## config.mk

```make
export PLATFORM = sky130hd
export DESIGN_NAME = sqf_forward_unit
export DESIGN_NICKNAME = d
export VERILOG_FILES = /design/src/rtl/sqf_pkg.sv /design/src/rtl/sqf_store_array.sv /design/src/rtl/sqf_match.sv /design/src/rtl/sqf_youngest_pick.sv /design/src/rtl/sqf_forward_unit.sv
export SDC_FILE = /design/constraint.sdc
export NUM_CORES = 2
export LEC_CHECK = 0
export BUFFER_PORTS_ARGS = -buffer_cell sky130_fd_sc_hd__buf_2
export CAP_MARGIN = 10
export CELL_PAD_IN_SITES_DETAIL_PLACEMENT = 0
export CELL_PAD_IN_SITES_GLOBAL_PLACEMENT = 1
export CORE_ASPECT_RATIO = 1.2
export CORE_MARGIN = 2
export CORE_UTILIZATION = 40
export DETAILED_ROUTE_END_ITERATION = 10
export PLACE_DENSITY = 0.73
export SLEW_MARGIN = 20
export SYNTH_ARGS = -nofsm -noshare
export SYNTH_HDL_FRONTEND = slang
export SYNTH_SLANG_ARGS = --single-unit
```

## constraint.sdc

```tcl
create_clock -name clk -period 8.12 [get_ports clk]
set_clock_uncertainty 0.2 [all_clocks]
set_input_delay 0.812 -clock clk [delete_from_list [all_inputs] [get_ports clk]]
set_output_delay 0.812 -clock clk [all_outputs]
set_load 0.005 [all_outputs]
```

## src/rtl/sqf_pkg.sv

```systemverilog
package sqf_pkg;
  typedef struct packed {
    logic used;
    logic addr_ok;
    logic data_ok;
  } sqf_state_t;
endpackage

```

## src/rtl/sqf_store_array.sv

```systemverilog
module sqf_store_array
  import sqf_pkg::*;
#(
  parameter int N = 8,
  parameter int AW = 16,
  parameter int BYTES = 8,
  localparam int IDXW = $clog2(N),
  localparam int DW = 8 * BYTES
) (
  input  logic                        clk,
  input  logic                        rst_n,
  input  logic                        alloc_req,
  input  logic                        deq_req,
  input  logic                        addr_wr_valid,
  input  logic [IDXW-1:0]             addr_wr_idx,
  input  logic [AW-1:0]               addr_wr_vaddr,
  input  logic [AW-1:0]               addr_wr_paddr,
  input  logic [BYTES-1:0]            addr_wr_mask,
  input  logic                        data_wr_valid,
  input  logic [IDXW-1:0]             data_wr_idx,
  input  logic [DW-1:0]               data_wr_data,
  output logic [IDXW:0]               head_ptr,
  output logic [IDXW:0]               tail_ptr,
  output sqf_state_t [N-1:0]          st_q,
  output logic [N-1:0][AW-1:0]        vaddr_q,
  output logic [N-1:0][AW-1:0]        paddr_q,
  output logic [N-1:0][BYTES-1:0]     mask_q,
  output logic [N-1:0][DW-1:0]        data_q
);
  wire [IDXW-1:0] tail_idx = tail_ptr[IDXW-1:0];
  wire [IDXW-1:0] head_idx = head_ptr[IDXW-1:0];

  // flags and pointers; later statements win on the same entry
  always_ff @(posedge clk or negedge rst_n) begin
    if (!rst_n) begin
      head_ptr <= '0;
      tail_ptr <= '0;
      st_q     <= '0;
    end else begin
      if (alloc_req) begin
        st_q[tail_idx] <= '{used: 1'b1, addr_ok: 1'b0, data_ok: 1'b0};
        tail_ptr       <= tail_ptr + 1'b1;
      end
      if (addr_wr_valid) st_q[addr_wr_idx].addr_ok <= 1'b1;
      if (data_wr_valid) st_q[data_wr_idx].data_ok <= 1'b1;
      if (deq_req) begin
        st_q[head_idx] <= '0;
        head_ptr       <= head_ptr + 1'b1;
      end
    end
  end

  // payload carries no reset: qualified by the flags above
  always_ff @(posedge clk) begin
    if (addr_wr_valid) begin
      vaddr_q[addr_wr_idx] <= addr_wr_vaddr;
      paddr_q[addr_wr_idx] <= addr_wr_paddr;
      mask_q[addr_wr_idx]  <= addr_wr_mask;
    end
    if (data_wr_valid) data_q[data_wr_idx] <= data_wr_data;
  end
endmodule

```

## src/rtl/sqf_match.sv

```systemverilog
module sqf_match
  import sqf_pkg::*;
#(
  parameter int N = 8,
  parameter int AW = 16,
  parameter int BYTES = 8
) (
  input  logic                        q_valid,
  input  logic [AW-1:0]               q_vaddr,
  input  logic [AW-1:0]               q_paddr,
  input  logic [BYTES-1:0]            q_mask,
  input  logic [N-1:0]                q_older,
  input  sqf_state_t [N-1:0]          st_q,
  input  logic [N-1:0][AW-1:0]        vaddr_q,
  input  logic [N-1:0][AW-1:0]        paddr_q,
  input  logic [N-1:0][BYTES-1:0]     mask_q,
  output logic [N-1:0]                p_hit,
  output logic [N-1:0]                v_hit,
  output logic [N-1:0]                overlap,
  output logic [N-1:0]                no_addr,
  output logic [BYTES-1:0][N-1:0]     lane_vec
);
  for (genvar i = 0; i < N; i++) begin : g_ent
    wire live = q_valid & st_q[i].used & q_older[i];
    assign p_hit[i]   = live & st_q[i].addr_ok & (paddr_q[i] == q_paddr);
    assign v_hit[i]   = live & st_q[i].addr_ok & (vaddr_q[i] == q_vaddr);
    assign overlap[i] = |(mask_q[i] & q_mask);
    assign no_addr[i] = live & ~st_q[i].addr_ok;
    for (genvar b = 0; b < BYTES; b++) begin : g_byte
      assign lane_vec[b][i] = p_hit[i] & mask_q[i][b] & q_mask[b];
    end
  end
endmodule

```

## src/rtl/sqf_youngest_pick.sv

```systemverilog
module sqf_youngest_pick #(
  parameter int N = 8,
  localparam int IDXW = $clog2(N)
) (
  input  logic [N-1:0]    vec,
  input  logic [IDXW-1:0] base,
  output logic            hit,
  output logic [IDXW-1:0] idx
);
  // distance 0 is the entry just before base; smallest distance wins
  always_comb begin
    logic [IDXW-1:0] pos;
    hit = 1'b0;
    idx = '0;
    for (int k = N - 1; k >= 0; k--) begin
      pos = base - IDXW'(1) - IDXW'(k);
      if (vec[pos]) begin
        hit = 1'b1;
        idx = pos;
      end
    end
  end
endmodule

```

## src/rtl/sqf_forward_unit.sv

```systemverilog
module sqf_forward_unit
  import sqf_pkg::*;
#(
  parameter int N = 8,
  parameter int AW = 16,
  parameter int BYTES = 8,
  localparam int IDXW = $clog2(N),
  localparam int DW = 8 * BYTES
) (
  input  logic              clk,
  input  logic              rst_n,
  input  logic              alloc_req,
  output logic [IDXW:0]     alloc_ptr,
  input  logic              deq_req,
  input  logic              addr_wr_valid,
  input  logic [IDXW-1:0]   addr_wr_idx,
  input  logic [AW-1:0]     addr_wr_vaddr,
  input  logic [AW-1:0]     addr_wr_paddr,
  input  logic [BYTES-1:0]  addr_wr_mask,
  input  logic              data_wr_valid,
  input  logic [IDXW-1:0]   data_wr_idx,
  input  logic [DW-1:0]     data_wr_data,
  input  logic              q_valid,
  input  logic [AW-1:0]     q_vaddr,
  input  logic [AW-1:0]     q_paddr,
  input  logic [BYTES-1:0]  q_mask,
  input  logic [N-1:0]      q_older,
  input  logic [IDXW-1:0]   q_ptr,
  output logic [BYTES-1:0]  fast_mask,
  output logic              fast_data_inv,
  output logic              rsp_valid,
  output logic [BYTES-1:0]  rsp_mask,
  output logic [DW-1:0]     rsp_data,
  output logic              rsp_data_inv,
  output logic [IDXW-1:0]   rsp_data_inv_idx,
  output logic              rsp_addr_inv,
  output logic [IDXW-1:0]   rsp_addr_inv_idx,
  output logic              rsp_match_inv
);
  logic [IDXW:0]              head_ptr;
  sqf_state_t [N-1:0]         st_q;
  logic [N-1:0][AW-1:0]       vaddr_q, paddr_q;
  logic [N-1:0][BYTES-1:0]    mask_q;
  logic [N-1:0][DW-1:0]       data_q;

  sqf_store_array #(.N(N), .AW(AW), .BYTES(BYTES)) i_array (
    .clk, .rst_n, .alloc_req, .deq_req,
    .addr_wr_valid, .addr_wr_idx, .addr_wr_vaddr, .addr_wr_paddr, .addr_wr_mask,
    .data_wr_valid, .data_wr_idx, .data_wr_data,
    .head_ptr, .tail_ptr(alloc_ptr), .st_q, .vaddr_q, .paddr_q, .mask_q, .data_q
  );

  logic [N-1:0]            p_hit, v_hit, overlap, no_addr;
  logic [BYTES-1:0][N-1:0] lane_vec;

  sqf_match #(.N(N), .AW(AW), .BYTES(BYTES)) i_match (
    .q_valid, .q_vaddr, .q_paddr, .q_mask, .q_older,
    .st_q, .vaddr_q, .paddr_q, .mask_q,
    .p_hit, .v_hit, .overlap, .no_addr, .lane_vec
  );

  // stage one: per-lane youngest writer
  logic [BYTES-1:0]           lane_hit, full_mask;
  logic [BYTES-1:0][IDXW-1:0] lane_idx;
  logic [DW-1:0]              full_data;

  for (genvar b = 0; b < BYTES; b++) begin : g_lane
    sqf_youngest_pick #(.N(N)) i_pick (
      .vec(lane_vec[b]), .base(q_ptr), .hit(lane_hit[b]), .idx(lane_idx[b])
    );
    assign full_mask[b]        = lane_hit[b] & st_q[lane_idx[b]].data_ok;
    assign full_data[8*b +: 8] = full_mask[b] ? data_q[lane_idx[b]][8*b +: 8] : 8'h00;
  end

  logic [N-1:0] chosen, data_ok_vec;
  always_comb begin
    chosen = '0;
    for (int b = 0; b < BYTES; b++)
      if (lane_hit[b]) chosen[lane_idx[b]] = 1'b1;
    for (int i = 0; i < N; i++) data_ok_vec[i] = st_q[i].data_ok;
  end

  logic            dw_hit, aw_hit;
  logic [IDXW-1:0] dw_idx, aw_idx;

  sqf_youngest_pick #(.N(N)) i_pick_data (
    .vec(chosen & ~data_ok_vec), .base(q_ptr), .hit(dw_hit), .idx(dw_idx)
  );
  sqf_youngest_pick #(.N(N)) i_pick_addr (
    .vec(no_addr), .base(q_ptr), .hit(aw_hit), .idx(aw_idx)
  );

  wire mismatch = |((p_hit & overlap) ^ (v_hit & overlap));

  assign fast_mask     = lane_hit;
  assign fast_data_inv = |(p_hit & overlap & ~data_ok_vec);

  // stage two: registered result
  always_ff @(posedge clk or negedge rst_n) begin
    if (!rst_n) begin
      rsp_valid        <= 1'b0;
      rsp_mask         <= '0;
      rsp_data         <= '0;
      rsp_data_inv     <= 1'b0;
      rsp_data_inv_idx <= '0;
      rsp_addr_inv     <= 1'b0;
      rsp_addr_inv_idx <= '0;
      rsp_match_inv    <= 1'b0;
    end else begin
      rsp_valid        <= q_valid;
      rsp_mask         <= full_mask;
      rsp_data         <= full_data;
      rsp_data_inv     <= dw_hit;
      rsp_data_inv_idx <= dw_idx;
      rsp_addr_inv     <= aw_hit;
      rsp_addr_inv_idx <= aw_idx;
      rsp_match_inv    <= mismatch;
    end
  end
endmodule

```

# Word-level counts from Yosys, hierarchy flattened

Cells that the tools add are included.

Register bits: 946
Input bits: 168

$add $sub $neg: 10
Magnitude comparators: 32
Equality and inequality tests: 16
Multiplexer cells: 408
Bitwise logic cells: 218
Reductions and logical operators: 22

Operators with widths:

| operator                                                             | number |
|---|---|
| 64-bit binary-select mux with 3-bit select                           | 8 |
| 512-bit bitwise mux                                                  | 1 |
| 128-bit bitwise mux                                                  | 2 |
| 16-bit equality test                                                 | 16 |
| 3-bit 2-to-1 mux                                                     | 82 |
| 1-bit binary-select mux with 3-bit select                            | 80 |
| 64-bit demux with 3-bit select                                       | 1 |
| 1-bit bitwise AND                                                    | 184 |
| 1-bit 2-to-1 mux                                                     | 177 |
| 8-bit 2-to-1 mux                                                     | 18 |
| 64-bit 2-to-1 mux                                                    | 2 |
| 24-bit 2-to-1 mux                                                    | 5 |
| 8-bit bitwise AND                                                    | 12 |
| 3-bit by 4-bit < comparator with 1-bit output, second input constant | 20 |
| 8-bit OR reduction                                                   | 10 |
| 3-bit binary-select mux with 3-bit select                            | 8 |
| 64-bit bitwise mux                                                   | 1 |
| 8-bit bitwise OR                                                     | 8 |
| 56-bit 2-to-1 mux                                                    | 1 |
| 24-bit bitwise mux                                                   | 2 |
| 16-bit demux with 3-bit select                                       | 1 |
| 48-bit 2-to-1 mux                                                    | 1 |
| 40-bit 2-to-1 mux                                                    | 1 |
| 3-bit demux with 3-bit select                                        | 4 |
| other kinds (18)                                                     | 61 |

# Depth between registers and ports, before layout

Depth after elaboration: 46
Depth in mapped cells: 35
Depth with buffers taken out: 21

# Modules after synthesis

Synthesis repeated with hierarchy kept, for this count alone.

Cells, all modules: 3138
Area, all modules: 47961.0 sq um

By module, submodules not included:

| module            | times used | cells each | area each (sq um) | sequential area each (sq um) |
|---|---|---|---|---|
| sqf_store_array   | 1          | 970        | 26472.9           | 25784.7 |
| sqf_youngest_pick | 10         | 100        | 1003.5            | 0.0 |
| sqf_forward_unit  | 1          | 590        | 7465.9            | 2052.0 |
| sqf_match         | 1          | 578        | 3987.6            | 0.0 |

# Worst setup path before layout

No wires, ideal clock.

Path type: input-to-reg
From: in q_ptr[0]
To: reg rsp_data_inv_idx[2]
Setup time: 64 ps
Data arrival time: 8178 ps
Required time: 7856 ps
Slack: -322 ps
Stages on the path: 34
Cell sequence: clkbuf_1 -> inv_1 -> clkbuf_1 -> clkbuf_1 -> buf_1 -> clkbuf_1 -> buf_1 -> buf_1 -> buf_2 -> clkbuf_1 -> ha_1 -> buf_2 -> xnor2_1 -> clkbuf_1 -> xnor2_1 -> buf_2 -> buf_1 -> buf_2 -> nor2_1 -> a221oi_1 -> nand4_1 -> o211a_1 -> nor3_1 -> buf_2 -> nand3_1 -> nand4_1 -> a211o_1 -> nor3b_1 -> o32ai_1 -> o311ai_2 -> nor2b_1 -> or2_1 -> a2111oi_2 -> or3_1

Word-level cells in the longest chain between the ends: 42
Elaborated cells on any way between the ends: 344

Ends and longest elaborated chain:

| what                                                                                                                                                       | line                    | RTL |
|---|---|---|
| from (decl)                                                                                                                                                | sqf_forward_unit.sv:28  | `input logic [IDXW-1:0] q_ptr,` |
| 3-bit by 1-bit subtractor with 3-bit output *                                                                                                              | sqf_youngest_pick.sv:16 | `pos = base - IDXW'(1) - IDXW'(k);` |
| 3-bit subtractor                                                                                                                                           | sqf_youngest_pick.sv:16 |  |
| 1-bit binary-select mux with 3-bit select                                                                                                                  | sqf_youngest_pick.sv:17 | `if (vec[pos]) begin` |
| 1-bit 2-to-1 mux (not written as such)                                                                                                                     | sqf_youngest_pick.sv:17 |  |
| 3-bit 2-to-1 mux (8 in series)                                                                                                                             | sqf_youngest_pick.sv:17 |  |
| 3-bit by 4-bit < comparator with 1-bit output (not written as such) / 3-bit by 1-bit greater-or-equal comparator with 1-bit output (equally long branches) | sqf_forward_unit.sv:79  | `if (lane_hit[b]) chosen[lane_idx[b]] = 1'b1;` |
| 1-bit logical AND (not written as such)                                                                                                                    | sqf_forward_unit.sv:79  |  |
| 1-bit 2-to-1 mux (not written as such)                                                                                                                     | sqf_forward_unit.sv:79  |  |
| (+14 left out)                                                                                                                                             | --                      |  |
| 8-bit bitwise OR (no line)                                                                                                                                 | --                      |  |
| 8-bit 2-to-1 mux                                                                                                                                           | sqf_forward_unit.sv:79  |  |
| 8-bit bitwise AND                                                                                                                                          | sqf_forward_unit.sv:87  | `.vec(chosen & ~data_ok_vec), .base(q_ptr), .hit(dw_hit), .idx(dw_idx)` |
| 1-bit binary-select mux with 3-bit select                                                                                                                  | sqf_youngest_pick.sv:17 |  |
| 1-bit 2-to-1 mux (not written as such)                                                                                                                     | sqf_youngest_pick.sv:17 |  |
| 3-bit 2-to-1 mux (7 in series)                                                                                                                             | sqf_youngest_pick.sv:17 |  |
| 3-bit 2-to-1 mux *                                                                                                                                         | sqf_youngest_pick.sv:17 |  |
| named net dw_idx[2]                                                                                                                                        | sqf_forward_unit.sv:84  | `logic [IDXW-1:0] dw_idx, aw_idx;` |
| to (signal assigned)                                                                                                                                       | sqf_forward_unit.sv:114 | `rsp_data_inv_idx <= dw_idx;` |
| to (decl)                                                                                                                                                  | sqf_forward_unit.sv:35  | `output logic [IDXW-1:0] rsp_data_inv_idx,` |

The timed path passes the listed nets; every way through them passes the cells marked *. The select of a mux whose other input is x is not followed.
A chain may end at the register's enable or synchronous reset.

# Final worst setup path

From: reg i_array.paddr_q[51] in the netlist's numbering
To: reg rsp_data_inv_idx[0]

Word-level cells in the longest chain between the ends: 44
Elaborated cells on any way between the ends: 354

Ends and longest elaborated chain:

| what                                                                                                                                                       | line                    | RTL |
|---|---|---|
| from (decl)                                                                                                                                                | sqf_store_array.sv:26   | `output logic [N-1:0][AW-1:0] paddr_q,` |
| from (signal, indexed assignment)                                                                                                                          | sqf_store_array.sv:57   | `paddr_q[addr_wr_idx] <= addr_wr_paddr;` |
| 16-bit equality test *                                                                                                                                     | sqf_match.sv:25         | `assign p_hit[i] = live & st_q[i].addr_ok & (paddr_q[i] == q_paddr);` |
| 1-bit bitwise AND *                                                                                                                                        | sqf_match.sv:25         |  |
| 1-bit bitwise AND (2 in series)                                                                                                                            | sqf_match.sv:30         | `assign lane_vec[b][i] = p_hit[i] & mask_q[i][b] & q_mask[b];` |
| 1-bit binary-select mux with 3-bit select                                                                                                                  | sqf_youngest_pick.sv:17 |  |
| 1-bit 2-to-1 mux (not written as such)                                                                                                                     | sqf_youngest_pick.sv:17 |  |
| 3-bit 2-to-1 mux (8 in series)                                                                                                                             | sqf_youngest_pick.sv:17 |  |
| 3-bit by 4-bit < comparator with 1-bit output (not written as such) / 3-bit by 1-bit greater-or-equal comparator with 1-bit output (equally long branches) | sqf_forward_unit.sv:79  |  |
| 1-bit logical AND (not written as such)                                                                                                                    | sqf_forward_unit.sv:79  |  |
| (+15 left out)                                                                                                                                             | --                      |  |
| 8-bit bitwise OR (no line)                                                                                                                                 | --                      |  |
| 8-bit 2-to-1 mux *                                                                                                                                         | sqf_forward_unit.sv:79  |  |
| 8-bit bitwise AND *                                                                                                                                        | sqf_forward_unit.sv:87  |  |
| 1-bit binary-select mux with 3-bit select                                                                                                                  | sqf_youngest_pick.sv:17 |  |
| 1-bit 2-to-1 mux (not written as such)                                                                                                                     | sqf_youngest_pick.sv:17 |  |
| 3-bit 2-to-1 mux (7 in series)                                                                                                                             | sqf_youngest_pick.sv:17 |  |
| 3-bit 2-to-1 mux *                                                                                                                                         | sqf_youngest_pick.sv:17 |  |
| named net dw_idx[0]                                                                                                                                        | sqf_forward_unit.sv:84  |  |

Marked as above.

==> results.txt <==
The number of instances in the synthesized netlist is roughly 4300. Once layout is complete, the cells apart from fillers number between 6000 and 7000. The flip-flop and latch count after synthesis is 945.

The data arrival time of the critical path came out at 7490 ps. The final cell utilization of the core is 0.461. By startpoint and endpoint, the worst setup path is classified as flop to flop. The number of sinks handled by clock tree synthesis is around 950. The average wire length per cell after detail routing is 28.3 um. The overall track demand over capacity in global routing came out at 0.274. The residual overflow from global routing came out at 0. The predominant post-synthesis flop cell is sky130_fd_sc_hd__edfxtp_1.

In this run the most used layer during global routing was met2. The total die area is around 130000 um^2. The violation count after the first detailed-route iteration came out at 4028. Of the post-synthesis cell area, the dominant cell type holds 0.505. The total DRC errors in the routed layout came out at 0. TritonCTS created 94 clock buffers.

The maximum clock insertion buffer count is 3. The count of nets left with antenna violations once routing finished came out at 0. Max-cap violations in this run came to 0. The final critical path time including I/O delays and setup is between 7000 and 8000 ps. The combined area of all synthesized cells came out at ~50000 um^2. Relative to the synthesized area, the layout overhead comes to 14.4%. Setup violations remaining at the end of the flow were counted as 0.

The sequential-to-total area share from yosys stat is 0.562. The hold violation count in the final report came to 0. Yosys instantiated no cell more often than sky130_fd_sc_hd__edfxtp_1. The areal power density over the cells is around 230 nW/um^2. The routed via count came out at slightly below 40000. The number of H-tree levels came out at 3. The final number of max-transition violations is 0. sky130_fd_sc_hd__edfxtp_1 takes more of the synthesized area than any other cell. The leakage power total is a little under 20 nW. TritonCTS built the clock tree. The routability congestion estimate from global placement came out at around 1. After synthesis, the cell types taking the most area are sky130_fd_sc_hd__edfxtp_1 (50%), sky130_fd_sc_hd__dfrtp_1 (5.7%), sky130_fd_sc_hd__nand2_1 (3.2%). STA puts the critical path data required time at 8550 ps. Post-CTS timing repair inserted 0 buffers for setup.

Setup repair after global routing left no endpoint under its margin. The chip width is around 330 um. The HPWL reported at the end of detailed placement is ~130000 um. The number of vias per cell after detailed routing came out at roughly 6.2. The number of resized instances in the post-cts repair step is 0.

Dividing the final minimum period by the clock period gives 0.869. The number of global-route vias before repair is ~37000. The pin count of the biggest net entering global routing is 129. The number of warnings issued by yosys is 0. The number of flops mapped to enable cells by yosys came out at between 800 and 900. The met3 track demand over resource is 0.0463. The die span in y is between 300 and 400 um. The cell sitting at the root of the clock tree is a sky130_fd_sc_hd__clkbuf_16.

Across all hold checks on the routed design, the worst slack comes to 159 ps. The final routed wirelength across all metal layers came out at 178000 um. The total number of placement rows is 141.

The actual slew at the worst max-slew pin came out at roughly 1100 ps. The finished cells cover 56600 um^2. The clock insertion delay at the later pin of the skew report is slightly above 700 ps.

The first global-routing pass estimated ~260000 um of wire. The port buffer count came out at 262. The net count after synthesis is 4495. After the last flow step, the layout net total stands at roughly 4700.

The met1 usage in global routing came out at 0.346. The run finished with clean final reports. Sorting the synthesized cells by how often they occur yields sky130_fd_sc_hd__edfxtp_1 (832), sky130_fd_sc_hd__nand2_1 (419), sky130_fd_sc_hd__nor2_1 (352). After clock tree synthesis, the clock-pin slew on the worst setup and hold paths is about 60 ps. The count of pins on the block boundary is ~260.

The path class of the tightest hold or removal check is input port to flop. The maximum fanout encountered on the critical timing path came out at 17. Timing would allow up to about 0.14 GHz. The number of antenna violations at the first check in global routing is 14. The fraction of layout instances using a drive strength above 1 came out at 0.186. The worst setup path is captured at a flop.

The instance area after placement is about 53000 um^2. Synthesis instantiated 110 different standard cells from the library. The share of async-settable or async-resettable flops after synthesis is 0.120. The post-synthesis average cell area came out at 11.5 um^2. The worst IR drop on VDD is about 0.25 mV. In this run the tightest slew margin relative to its limit is 0.256.

The first-pass iteration count of the detailed router came out at 6. For this configuration, the core starts out at a cell density of 0.403. Setup total negative slack on the finished layout was measured at 0 ps. The hold buffer count at cts is 1.

For this run, global-route usage on met2 was measured as 0.452. In this run, placement finished with an instance count of between 6000 and 7000. The worst setup path is launched from a flop. In this run the standard cell core region covers 123000 um^2.
stage by stage:
stage | power [W] | setup slack (ps)
after floorplan | 0.00754 | 79.5
after global placement | 0.00870 | 601
after detailed placement | 0.00871 | 595
after CTS | 0.0131 | 1260
after global routing | 0.0136 | 857
final | 0.0131 | 1060
registers in the layout, indices dropped and copies added, names as in the netlist:
name,count
i_array.paddr_q,128
rsp_mask,8
rsp_data_inv,1
rsp_data,64
rsp_match_inv,1
i_array.mask_q,64
rsp_valid,1
i_array.head_ptr,3
rsp_data_inv_idx,3
i_array.tail_ptr,4
rsp_addr_inv_idx,3
rsp_addr_inv,1
i_array.vaddr_q,128
i_array.data_q,512
i_array.st_q,24
final cells by class:
cell class / instances / area, um^2
Fill cell: 11300 / 66300
Sequential cell: 945 / 27800
Multi-Input combinational cell: 3009 / 20500
Timing Repair Buffer: 467 / 2930
Clock buffer: 133 / 2660
Tap cell: 1644 / 2060
Clock inverter: 43 / 509
Inverter: 52 / 198
Antenna cell: 4 / 10.0
final timing paths:
kind                                            startpoint                               to  slack, ps  cells after the start
max                          i_array.paddr_q[51]$_DFFE_PP_    rsp_data_inv_idx[0]$_DFF_PN0_       1060                     20
min                                                deq_req  i_array.head_ptr[0]$_DFFE_PN0P_        160                      2
max reg2reg                  i_array.paddr_q[51]$_DFFE_PP_    rsp_data_inv_idx[0]$_DFF_PN0_       1060                     20
min reg2reg                i_array.tail_ptr[3]$_DFFE_PN0P_  i_array.tail_ptr[3]$_DFFE_PN0P_        280                      1
max in group asynchronous                            rst_n       i_array.st_q[15]$_DFF_PN0_       5750                      3
min in group asynchronous                            rst_n          rsp_match_inv$_DFF_PN0_        520                      2
power breakdown:
part,switching [W],leakage (nW),internal (W)
clock network,0.00187,1.56,0.00256
registers,0.000184,9.01,0.00563
logic,0.00184,9.15,0.000979
total,0.00390,19.7,0.00917
logic make-up after synthesis:
group                      share of synthesized area
muxes                                         0.0673
buffers and inverters                         0.0309
AOI/OAI and AO/OA                              0.158
xor gates and xnor gates                      0.0481
DFF                                            0.562
and+or+nand+nor                                0.133
adders and majority gates                    0.00101
worst max-delay path: stages, from the launching register on:
cell,delay (ps)
sky130_fd_sc_hd__edfxtp_1,380
sky130_fd_sc_hd__xor2_1,160
sky130_fd_sc_hd__nor4_1,620
sky130_fd_sc_hd__nand3_2,640
sky130_fd_sc_hd__buf_4,400
sky130_fd_sc_hd__o32ai_1,760
sky130_fd_sc_hd__a22oi_1,340
sky130_fd_sc_hd__o211ai_1,190
sky130_fd_sc_hd__a221oi_1,140
sky130_fd_sc_hd__a32oi_1,260
sky130_fd_sc_hd__o211ai_1,260
sky130_fd_sc_hd__and3_1,310
sky130_fd_sc_hd__a2111oi_1,620
sky130_fd_sc_hd__nand3_1,190
sky130_fd_sc_hd__a22o_1,290
sky130_fd_sc_hd__inv_1,80
sky130_fd_sc_hd__nor2_1,40
sky130_fd_sc_hd__o21ai_0,460
sky130_fd_sc_hd__nand2_1,190
sky130_fd_sc_hd__o221a_2,300
sky130_fd_sc_hd__mux2i_1,130
routing by layer:
metal,wire length [um],share of wire,vias up
li1,-,-,17100
met1,70900,0.40,19300
met2,84200,0.47,1901
met3,13200,0.074,458
met4,9890,0.055,24
met5,145,0.00081,-
layout by cell type, fill, tap and decap left out, types with 18 or more instances in the layout:
master / count
sky130_fd_sc_hd__buf_2: 260
sky130_fd_sc_hd__o21ai_0: 136
sky130_fd_sc_hd__mux2_2: 101
sky130_fd_sc_hd__or2_2: 18
sky130_fd_sc_hd__buf_4: 199
sky130_fd_sc_hd__nand3_1: 130
sky130_fd_sc_hd__nor2_1: 339
sky130_fd_sc_hd__nand4_1: 110
sky130_fd_sc_hd__a22oi_1: 73
sky130_fd_sc_hd__nand2_1: 419
sky130_fd_sc_hd__a21oi_1: 236
sky130_fd_sc_hd__clkbuf_16: 95
sky130_fd_sc_hd__mux4_2: 30
sky130_fd_sc_hd__a21boi_0: 18
sky130_fd_sc_hd__o32ai_2: 18
sky130_fd_sc_hd__a21o_1: 21
sky130_fd_sc_hd__o32ai_1: 33
sky130_fd_sc_hd__nor3_1: 74
sky130_fd_sc_hd__o211ai_1: 68
sky130_fd_sc_hd__a31oi_1: 24
sky130_fd_sc_hd__inv_1: 46
sky130_fd_sc_hd__nor2b_1: 26
sky130_fd_sc_hd__o32a_1: 37
sky130_fd_sc_hd__clkbuf_1: 24
sky130_fd_sc_hd__nand2b_1: 29
sky130_fd_sc_hd__dfrtp_1: 113
sky130_fd_sc_hd__a221oi_1: 28
sky130_fd_sc_hd__and2_1: 50
sky130_fd_sc_hd__and3_1: 24
sky130_fd_sc_hd__a211oi_1: 61
sky130_fd_sc_hd__edfxtp_1: 832
sky130_fd_sc_hd__o22ai_1: 71
sky130_fd_sc_hd__mux2i_1: 148
sky130_fd_sc_hd__xor2_1: 178
sky130_fd_sc_hd__xnor2_1: 91
sky130_fd_sc_hd__nor4_1: 53
sky130_fd_sc_hd__or3_1: 21
Power figures use the tool's default switching activity.
